$ cat src/rtl/hsq_pkg.sv
package hsq_pkg;

  localparam logic [1:0] A_CTRL = 2'd0;
  localparam logic [1:0] A_DIN  = 2'd1;
  localparam logic [1:0] A_DOUT = 2'd2;

  typedef enum logic [1:0] {
    S_IDLE = 2'd0,
    S_LOAD = 2'd1,
    S_PROC = 2'd2,
    S_UNLD = 2'd3
  } seq_st_e;

  // stream modes move 32-bit segments; all others move whole blocks
  function automatic logic is_stream(input logic [2:0] md);
    return (md == 3'd2) || (md == 3'd3) || (md == 3'd4);
  endfunction

  function automatic logic [7:0] lane_mask(input int lane);
    logic [7:0] p;
    p = 8'(lane * 29);
    return 8'h3C ^ p;
  endfunction

  function automatic logic [7:0] enc_byte(input logic [7:0] b, input int lane);
    return {b[6:0], b[7]} ^ lane_mask(lane);
  endfunction

  function automatic logic [7:0] dec_byte(input logic [7:0] b, input int lane);
    logic [7:0] t;
    t = b ^ lane_mask(lane);
    return {t[0], t[7:1]};
  endfunction

endpackage

$ cat src/rtl/hsq_csr.sv
module hsq_csr
  import hsq_pkg::*;
(
  input  logic       clk,
  input  logic       arst_n,
  input  logic       clr_i,
  input  logic       wr_i,
  input  logic [1:0] addr_i,
  input  logic [7:0] wdata_i,
  input  logic       busy_i,
  input  logic       done_i,
  output logic       start_o,
  output logic       stream_o,
  output logic       dec_o,
  output logic [7:0] ctrl_o,
  output logic       irq_o
);

  logic       wr_ctl;
  logic [2:0] mode_q, mode_d;
  logic       dec_q, dec_d;
  logic       ien_q, ien_d;
  logic       flag_q, flag_d;
  logic       cfg_en;

  assign wr_ctl   = wr_i && (addr_i == A_CTRL);
  assign cfg_en   = wr_ctl && !busy_i;
  assign start_o  = cfg_en && wdata_i[0];
  assign stream_o = is_stream(wdata_i[3:1]);

  always_comb begin
    mode_d = mode_q;
    dec_d  = dec_q;
    ien_d  = ien_q;
    flag_d = flag_q;
    if (cfg_en) begin
      mode_d = wdata_i[3:1];
      dec_d  = wdata_i[4];
    end
    if (wr_ctl) begin
      ien_d = wdata_i[6];
      if (!wdata_i[5]) flag_d = 1'b0;
    end
    if (done_i) flag_d = 1'b1;
  end

  always_ff @(posedge clk or negedge arst_n) begin
    if (!arst_n) begin
      mode_q <= 3'd0;
      dec_q  <= 1'b0;
      ien_q  <= 1'b0;
      flag_q <= 1'b0;
    end else if (clr_i) begin
      mode_q <= 3'd0;
      dec_q  <= 1'b0;
      ien_q  <= 1'b0;
      flag_q <= 1'b0;
    end else begin
      mode_q <= mode_d;
      dec_q  <= dec_d;
      ien_q  <= ien_d;
      flag_q <= flag_d;
    end
  end

  assign dec_o  = dec_q;
  assign ctrl_o = {~busy_i, ien_q, flag_q, dec_q, mode_q, 1'b0};
  assign irq_o  = flag_q & ien_q;


  flag_src_chk: assert property (@(posedge clk) disable iff (!arst_n || clr_i)
    (!flag_q && !done_i) |=> !flag_q);


  flag_clr_chk: assert property (@(posedge clk) disable iff (!arst_n || clr_i)
    (wr_ctl && !wdata_i[5] && !done_i) |=> !flag_q);


  mode_lock_chk: assert property (@(posedge clk) disable iff (!arst_n || clr_i)
    busy_i |=> (mode_q == $past(mode_q)) && (dec_q == $past(dec_q)));

endmodule

$ cat src/rtl/hsq_fsm.sv
module hsq_fsm
  import hsq_pkg::*;
#(
  parameter int BLK_BYTES = 16,
  parameter int SEG_BYTES = 4,
  parameter int PROC_CYC  = 3
) (
  input  logic                         clk,
  input  logic                         arst_n,
  input  logic                         clr_i,
  input  logic                         start_i,
  input  logic                         stream_i,
  input  logic                         din_we_i,
  input  logic                         dout_re_i,
  output logic                         dl_req_o,
  output logic                         ul_req_o,
  output logic                         busy_o,
  output logic                         done_o,
  output logic                         buf_we_o,
  output logic                         xf_go_o,
  output logic [$clog2(BLK_BYTES)-1:0] ld_idx_o,
  output logic [$clog2(BLK_BYTES)-1:0] rd_idx_o
);

  localparam int IW = $clog2(BLK_BYTES + 1);
  localparam int AW = $clog2(BLK_BYTES);
  localparam int PW = (PROC_CYC > 1) ? $clog2(PROC_CYC) : 1;
  localparam logic [IW-1:0] BLK_N = IW'(BLK_BYTES);
  localparam logic [IW-1:0] SEG_N = IW'(SEG_BYTES);
  localparam logic [PW-1:0] PC_LD = PW'(PROC_CYC - 1);

  seq_st_e       st_q, st_d;
  logic [IW-1:0] ld_q, ld_d, ul_q, ul_d, se_q, se_d;
  logic [PW-1:0] pc_q, pc_d;
  logic [IW-1:0] ld_inc, ul_inc;

  assign ld_inc = ld_q + IW'(1);
  assign ul_inc = ul_q + IW'(1);

  always_comb begin
    st_d   = st_q;
    ld_d   = ld_q;
    ul_d   = ul_q;
    se_d   = se_q;
    pc_d   = pc_q;
    done_o = 1'b0;
    case (st_q)
      S_IDLE: if (start_i) begin
        st_d = S_LOAD;
        ld_d = '0;
        ul_d = '0;
        se_d = stream_i ? SEG_N : BLK_N;
      end
      S_LOAD: if (din_we_i) begin
        ld_d = ld_inc;
        if (ld_inc == se_q) begin
          st_d = S_PROC;
          pc_d = PC_LD;
        end
      end
      S_PROC: begin
        if (pc_q == '0) st_d = S_UNLD;
        else            pc_d = pc_q - PW'(1);
      end
      S_UNLD: if (dout_re_i) begin
        ul_d = ul_inc;
        if (ul_inc == se_q) begin
          if (se_q == BLK_N) begin
            st_d   = S_IDLE;
            done_o = 1'b1;
          end else begin
            se_d = se_q + SEG_N;
            st_d = S_LOAD;
          end
        end
      end
      default: st_d = S_IDLE;
    endcase
  end

  always_ff @(posedge clk or negedge arst_n) begin
    if (!arst_n) begin
      st_q <= S_IDLE;
      ld_q <= '0;
      ul_q <= '0;
      se_q <= '0;
      pc_q <= '0;
    end else if (clr_i) begin
      st_q <= S_IDLE;
      ld_q <= '0;
      ul_q <= '0;
      se_q <= '0;
      pc_q <= '0;
    end else begin
      st_q <= st_d;
      ld_q <= ld_d;
      ul_q <= ul_d;
      se_q <= se_d;
      pc_q <= pc_d;
    end
  end

  assign dl_req_o = (st_q == S_LOAD);
  assign ul_req_o = (st_q == S_UNLD);
  assign busy_o   = (st_q != S_IDLE);
  assign buf_we_o = (st_q == S_LOAD) && din_we_i;
  assign xf_go_o  = (st_q == S_PROC) && (pc_q == '0);
  assign ld_idx_o = ld_q[AW-1:0];
  assign rd_idx_o = ul_q[AW-1:0];


  start_dl_chk: assert property (@(posedge clk) disable iff (!arst_n || clr_i)
    (st_q == S_IDLE && start_i) |=> dl_req_o);


  ld_hold_chk: assert property (@(posedge clk) disable iff (!arst_n || clr_i)
    (busy_o && !buf_we_o) |=> (ld_q == $past(ld_q)));


  ptr_order_chk: assert property (@(posedge clk) disable iff (!arst_n || clr_i)
    busy_o |-> (ul_q <= ld_q));


  seg_bound_chk: assert property (@(posedge clk) disable iff (!arst_n || clr_i)
    busy_o |-> (se_q <= BLK_N && se_q != '0));

endmodule

$ cat src/rtl/hsq_dpath.sv
module hsq_dpath
  import hsq_pkg::*;
#(
  parameter int BLK_BYTES = 16
) (
  input  logic                         clk,
  input  logic                         arst_n,
  input  logic                         clr_i,
  input  logic                         buf_we_i,
  input  logic [$clog2(BLK_BYTES)-1:0] ld_idx_i,
  input  logic [7:0]                   wdata_i,
  input  logic                         xf_go_i,
  input  logic                         dec_i,
  input  logic                         ul_act_i,
  input  logic [$clog2(BLK_BYTES)-1:0] rd_idx_i,
  output logic [7:0]                   dout_o
);

  logic [BLK_BYTES-1:0][7:0] in_q, in_d, out_q, out_d, xf;

  // placeholder cipher: one keyed scramble lane per byte position
  for (genvar g = 0; g < BLK_BYTES; g++) begin : g_lane
    assign xf[g] = dec_i ? dec_byte(in_q[g], g) : enc_byte(in_q[g], g);
  end

  always_comb begin
    in_d  = in_q;
    out_d = out_q;
    if (buf_we_i) in_d[ld_idx_i] = wdata_i;
    if (xf_go_i)  out_d = xf;
  end

  always_ff @(posedge clk or negedge arst_n) begin
    if (!arst_n) begin
      in_q  <= '0;
      out_q <= '0;
    end else if (clr_i) begin
      in_q  <= '0;
      out_q <= '0;
    end else begin
      in_q  <= in_d;
      out_q <= out_d;
    end
  end

  assign dout_o = ul_act_i ? out_q[rd_idx_i] : 8'h00;


  result_hold_chk: assert property (@(posedge clk) disable iff (!arst_n || clr_i)
    !xf_go_i |=> $stable(out_q));

endmodule

$ cat src/rtl/blk_cipher_hostseq.sv
module blk_cipher_hostseq
  import hsq_pkg::*;
#(
  parameter int BLK_BYTES = 16,
  parameter int SEG_BYTES = 4,
  parameter int PROC_CYC  = 3
) (
  input  logic       clk,
  input  logic       rst_n,
  input  logic       pwr_resume,
  input  logic       bus_wr,
  input  logic       bus_rd,
  input  logic [1:0] bus_addr,
  input  logic [7:0] bus_wdata,
  output logic [7:0] bus_rdata,
  output logic       dl_req,
  output logic       ul_req,
  output logic       irq
);

  localparam int AW = $clog2(BLK_BYTES);

  logic [1:0]    rs_q;
  logic          arst_n;
  logic          start, stream, dec, busy, done;
  logic          buf_we, xf_go;
  logic [AW-1:0] ld_idx, rd_idx;
  logic [7:0]    ctrl_byte, dout_byte;
  logic          din_we, dout_re;

  always_ff @(posedge clk or negedge rst_n) begin
    if (!rst_n) rs_q <= 2'b00;
    else        rs_q <= {rs_q[0], 1'b1};
  end
  assign arst_n = rs_q[1];

  assign din_we  = bus_wr && (bus_addr == A_DIN);
  assign dout_re = bus_rd && (bus_addr == A_DOUT);

  hsq_csr u_csr (
    .clk      (clk),
    .arst_n   (arst_n),
    .clr_i    (pwr_resume),
    .wr_i     (bus_wr),
    .addr_i   (bus_addr),
    .wdata_i  (bus_wdata),
    .busy_i   (busy),
    .done_i   (done),
    .start_o  (start),
    .stream_o (stream),
    .dec_o    (dec),
    .ctrl_o   (ctrl_byte),
    .irq_o    (irq)
  );

  hsq_fsm #(
    .BLK_BYTES (BLK_BYTES),
    .SEG_BYTES (SEG_BYTES),
    .PROC_CYC  (PROC_CYC)
  ) u_fsm (
    .clk       (clk),
    .arst_n    (arst_n),
    .clr_i     (pwr_resume),
    .start_i   (start),
    .stream_i  (stream),
    .din_we_i  (din_we),
    .dout_re_i (dout_re),
    .dl_req_o  (dl_req),
    .ul_req_o  (ul_req),
    .busy_o    (busy),
    .done_o    (done),
    .buf_we_o  (buf_we),
    .xf_go_o   (xf_go),
    .ld_idx_o  (ld_idx),
    .rd_idx_o  (rd_idx)
  );

  hsq_dpath #(
    .BLK_BYTES (BLK_BYTES)
  ) u_dpath (
    .clk      (clk),
    .arst_n   (arst_n),
    .clr_i    (pwr_resume),
    .buf_we_i (buf_we),
    .ld_idx_i (ld_idx),
    .wdata_i  (bus_wdata),
    .xf_go_i  (xf_go),
    .dec_i    (dec),
    .ul_act_i (ul_req),
    .rd_idx_i (rd_idx),
    .dout_o   (dout_byte)
  );

  always_comb begin
    case (bus_addr)
      A_CTRL:  bus_rdata = ctrl_byte;
      A_DOUT:  bus_rdata = dout_byte;
      default: bus_rdata = 8'h00;
    endcase
  end


  req_excl_chk: assert property (@(posedge clk) disable iff (!arst_n || pwr_resume)
    !(dl_req && ul_req));


  irq_gate_chk: assert property (@(posedge clk) disable iff (!arst_n || pwr_resume)
    (irq && !busy) |-> ctrl_byte[5] && ctrl_byte[6]);

endmodule

$ cat config.mk
export PLATFORM = sky130hd
export DESIGN_NAME = blk_cipher_hostseq
export DESIGN_NICKNAME = d
export VERILOG_FILES = /design/src/rtl/hsq_pkg.sv /design/src/rtl/hsq_csr.sv /design/src/rtl/hsq_fsm.sv /design/src/rtl/hsq_dpath.sv /design/src/rtl/blk_cipher_hostseq.sv
export SDC_FILE = /design/constraint.sdc
export NUM_CORES = 1
export LEC_CHECK = 0
export CAP_MARGIN = 20
export CORE_MARGIN = 3
export CORE_UTILIZATION = 35
export DETAILED_ROUTE_END_ITERATION = 12
export PLACE_DENSITY = 0.51
export SETUP_SLACK_MARGIN = 0.15
export SYNTH_ARGS = -nofsm -noshare
export SYNTH_HDL_FRONTEND = slang
export SYNTH_SLANG_ARGS = --single-unit
$ cat constraint.sdc
create_clock -name clk -period 9.45 [get_ports clk]
set_input_delay 1.4175 -clock clk [delete_from_list [all_inputs] [get_ports clk]]
set_output_delay 1.4175 -clock clk [all_outputs]
set_load 0.02 [all_outputs]
## After elaboration in Yosys (flattened, before gate mapping)

Index checks and enable logic that the tools add are counted.

- $add $sub $neg: 4
- Multiplexer cells: 67
- Equality and inequality tests: 20
- Reduce and logical (&&, ||, !) cells: 29
- Magnitude comparators: 3
- Bitwise gates (word level): 34

Operators by type and width:

| cell | number |
|---|---|
| two-way mux 128 bit | 4 |
| two-way mux 8 bit | 19 |
| bitwise mux 128 bit | 1 |
| two-way mux 5 bit | 11 |
| NOT 4 bit | 10 |
| binary-select mux 8 bit (select 4 bit) | 1 |
| demux 8 bit (select 4 bit) | 1 |
| NOT 5 bit | 6 |
| one-hot mux 5 bit (2 select lines) | 3 |
| NOT 2 bit | 10 |
| two-way mux 2 bit | 9 |
| one-hot mux 8 bit (2 select lines) | 1 |
| inequality test 3 bit (second input constant) | 5 |
| NOT 7 bit | 2 |
| two-way mux 1 bit | 13 |
| inequality test 3 x 2 -> 1 bit (second input constant) | 4 |
| NOT 3 bit | 4 |
| nonzero test 3 bit | 4 |
| adder 5 x 1 -> 5 bit (second input constant) | 2 |
| equality test 5 bit | 2 |
| < comparator 4 x 5 -> 1 bit (second input constant) | 2 |
| nonzero test 2 bit | 5 |
| logical AND 1 bit | 8 |
| one-hot mux 2 bit (4 select lines) | 1 |
| 20 further kinds | 29 |

- Input bits: 15
- Output and inout port bits: 11
- Word-level logic and storage cells: 199
- Bits in registers: 283

## Longest topological paths before layout

- Depth in word-level cells: 7
- Mapped depth: 9
- Gate-level depth less buffers: 7

## Modules after synthesis

From an unflattened synthesis, not the netlist that was laid out.

- Cell total of the unflattened synthesis: 1433
- Area total of the unflattened synthesis: 14679.1 um^2

Modules (own cells, without submodules):

| module | instances | area each (um^2) | cells an instance | seq. area each (um^2) |
|---|---|---|---|---|
| hsq_dpath | 1 | 12776.0 | 1222 | 6406.1 |
| hsq_fsm | 1 | 1322.5 | 150 | 425.4 |
| hsq_csr | 1 | 380.4 | 37 | 150.1 |
| blk_cipher_hostseq | 1 | 200.2 | 24 | 50.0 |

## Worst setup path after synthesis

OpenSTA, ideal clock, no wires.

- Path kind: in2out
- From: input port bus_addr[1]
- To: output port bus_rdata[3]
- Arrival time: 2.086 ns
- Setup slack: 5.947 ns
- Cell stages on the path: 3
- Required time: 8.033 ns
- Buffers on the path: 0
- Cell sequence: nand2_1 -> nor2_1 -> a22o_1

- Cells in the longest elaborated chain, start to end: 2
- Elaborated cells on any way between the ends: 3
- Classes of those cells: eq/ne: 1; mux: 1; reduce/logical: 1

RTL lines:

| item | RTL line | source |
|---|---|---|
| start: declaration | blk_cipher_hostseq.sv:13 | `input logic [1:0] bus_addr,` |
| equality test 2 bit / zero test 2 bit (equally long branches) | blk_cipher_hostseq.sv:95 | `case (bus_addr)` |
| one-hot mux 8 bit (2 select lines) (*) | blk_cipher_hostseq.sv:95 |  |
| end: declaration | blk_cipher_hostseq.sv:15 | `output logic [7:0] bus_rdata,` |

Mark *: on every way between the ends. The rest lies on a longest branch, timed or not.

## Final worst setup path

- From: register u_fsm.ul_q[0]
- To: output port bus_rdata[0]

- Cells in the longest elaborated chain, start to end: 4

RTL lines:

| item | RTL line | source |
|---|---|---|
| start: declaration | hsq_fsm.sv:33 | `logic [IW-1:0] ld_q, ld_d, ul_q, ul_d, se_q, se_d;` |
| start signal: assignment | hsq_fsm.sv:97 | `ul_q <= ul_d;` |
| binary-select mux 8 bit (select 4 bit) | hsq_dpath.sv:46 | `assign dout_o = ul_act_i ? out_q[rd_idx_i] : 8'h00;` |
| two-way mux 8 bit (not written as such) | hsq_dpath.sv:46 |  |
| two-way mux 8 bit | hsq_dpath.sv:46 |  |
| one-hot mux 8 bit (2 select lines) | blk_cipher_hostseq.sv:95 |  |

No other way between the ends. The select of a mux whose other input is x is not followed.

==> flow_summary.toml <==
[logic_synthesis]
synth-seq-area-share_pct = 49.4
synth-seq-cells = 281
synth_async_sr_flop_share_pct = 100
synth_area_um2 = 14200
avgSynthCellArea_um2 = 9.61
yosysUniqueCellTypes = 59
ys_warn_count = 0
syn-num-nets = 1510
synth_edf_count = 0
synth_top_flop_cell = "dfrtp_1"
synth_cells = 1482

[clock_tree]
cts-buffers-inserted = 34
htreeDepth = 2
cts_hold_buffers = 0
cts_tree = "built"
clock_latency_ns = 0.51
cts_sinks = 281
cts_resized = 0
clock_path_buffers = 3
post_cts_buffers = 0
cts_root_buf = "clkbuf_16"
clkTransAtPathRegs_ns = 0.06

[outcome]
outcome = "finished clean"

[critical_path]
required_ns = 8.03
cp.arrival_ns = 3.55
worstSetupEndpointType = "output port"
start_kind = "flip-flop"
cp_max_fo = 19
critPathKind = "flip-flop to output port"

[placed_design]
dpl-instance-area_um2 = 14800
dp.cells = 1927
io_buffers = 25
finalWeightedCongestion = 0.776
dp_hpwl_mm = 24.0

[finish]
final_nets = 1466
stdcell_count = 1988
final_common_cell = "dfrtp_1"
diodes = 0
drive_gt1_share_pct = 8.82
final_cell_mix = "dfrtp_1 (278), nand2_1 (258), nor2_1 (147), a21oi_1 (147), mux2i_1 (135)"
fin_area_um2 = 15900
areaGrowthSynthToFinish_pct = 11.6

[sta]
worst_clock_skew_ns = 0.0116
final-setup-viol-count = 0
period_share_pct = 52.5
finalHoldViolCount = 0
fmax_ghz = 0.201
slew_violations = 0
min_period_ns = 4.97
tightest_slew_ns = 1.04
rsz0062_at_grt = "no"
hold_slack_ns = 0.358
setup_tns_ns = 0
slew_headroom_pct = 30.4

[floorplanning]
initial_core_util_pct = 35.6
rows = 73
dieArea_um2 = 43200
die_h_um = 208
io_pins = 26
core_area_um2 = 40000
fp.dieW_um = 208

[global_routing]
antenna_found_initial = 0
grt_pass1_vias = 10200
grt_first_pass_wirelength_mm = 63.4
overflow = 0
grt_usage_pct = 18.4
grt_max_degree = 140

[hold_path]
hp-class = "flip-flop to flip-flop"

[route]
routed_wl_mm = 40.0
drc_errors = 0
avgViaCountPerCell = 5.35
first_pass_iters = 5
first_iter_violations = 889
vias = 10600
antenna_left = 0
wl_per_cell_um = 20.1

[power_and_ir_drop]
power.leakage_uw = 0.00663
cellPowerDensity_nw_per_um2 = 219
finalPower_uw = 3480
ir_worst_vdd_mv = 0.128

[run]
drv_cap = 0
-- cells in the mapped netlist, drive strengths merged, types with 2 or more instances --
library cell / count / share of area, %
dfrtp: 281 / 49
nand2: 259 / 6.8
inv: 27 / 0.71
and2: 7 / 0.32
nand3b: 2 / 0.11
a21oi: 147 / 5.2
a31oi: 2 / 0.13
a22o: 9 / 0.55
nor2: 149 / 3.9
ha: 13 / 1.1
o31ai: 3 / 0.16
nand3: 83 / 3.0
o32ai: 3 / 0.24
mux2i: 135 / 9.5
nor2b: 5 / 0.22
o211ai: 18 / 0.95
clkbuf: 90 / 2.4
or3: 2 / 0.088
mux4: 33 / 5.2
buf: 40 / 1.4
o21ai: 42 / 1.5
xor2: 4 / 0.25
xnor2: 5 / 0.31
nor3: 14 / 0.49
nand2b: 8 / 0.35
and3b: 2 / 0.12
nand4: 3 / 0.13
o22ai: 3 / 0.18
a211oi: 60 / 3.2
a22oi: 14 / 0.74
-- layer usage --
layer | vias up | GRT usage, % | routed length (um)
li1 | 5089 | - | -
met2 | 214 | 27.1 | 17600
met3 | 56 | 2.87 | 1720
met1 | 5268 | 28.1 | 19800
met4 | 0 | 4.91 | 849
met5 | - | 0 | 0
-- logic make-up after synthesis --
| logic type | Yosys count | synth area share (%) |
|---|---|---|
| and+or+nand+nor | 541 | 16.1 |
| AOI/OAI and AO/OA | 309 | 13.2 |
| DFF | 281 | 49.4 |
| muxes | 169 | 14.8 |
| buffers and inverters | 157 | 4.51 |
| adders and majority gates | 13 | 1.14 |
| xor gates and xnor gates | 11 | 0.878 |
| other | 1 | 0.0263 |
-- critical path, stage by stage (launching register included) --
cell and delay [ns]:
dfrtp_2 0.75, buf_4 0.43, mux4_2 0.56, mux4_1 0.56, and2_1 0.19, clkdlybuf4s50_1 0.54
-- power by group --
part	internal [uW]	leakage [uW]	switching, uW
Combinational	275	0.00222	471
Clock	756	0.000531	507
Sequential	1350	0.00387	128
Total	2380	0.00663	1110
-- per-stage QoR --
step	worst slack, ns	util (%)
after floorplan	1.04	-
after global placement	4.78	37.0
after detailed placement	4.73	37.0
after CTS	4.41	39.7
after global routing	4.29	39.7
final	4.48	39.7
-- sequential cells by signal (all words and copies together) (netlist names), 3 cells and up --
name and flops:
u_csr.mode_q 3, u_fsm.ul_q 5, u_fsm.se_q 3, u_dpath.in_q 128, u_dpath.out_q 128, u_fsm.ld_q 5
-- path summary, 6_finish.rpt --
| check | start | slack (ns) | endpoint | cells past startpoint |
|---|---|---|---|---|
| hold reg to reg | rs_q[0]$_DFF_PN0_ | 0.36 | rs_q[1]$_DFF_PN0_ | 0 |
| max in group asynchronous | rs_q[1]$_DFF_PN0_ | 6.71 | u_dpath.out_q[102]$_DFFE_PN0P_ | 2 |
| setup / recovery | u_fsm.ul_q[0]$_DFFE_PN0P_ | 4.48 | bus_rdata[0] | 5 |
| min in group asynchronous | rs_q[1]$_DFF_PN0_ | 0.49 | u_dpath.out_q[23]$_DFFE_PN0P_ | 0 |
| setup reg to reg | u_fsm.st_q[0]$_DFFE_PN0P_ | 6.13 | u_dpath.out_q[80]$_DFFE_PN0P_ | 7 |
| hold / removal | rs_q[0]$_DFF_PN0_ | 0.36 | rs_q[1]$_DFF_PN0_ | 0 |
-- layout make-up --
type / instances / area (um^2)
clock buffers: 55 / 1040
clock inverters: 6 / 33.8
fillers: 3984 / 24100
inverters: 27 / 101
multi-input cells: 1044 / 6590
flip-flops and latches: 281 / 7040
well taps: 525 / 657
repair buffers: 50 / 432
(Power assumes the default switching activity.)
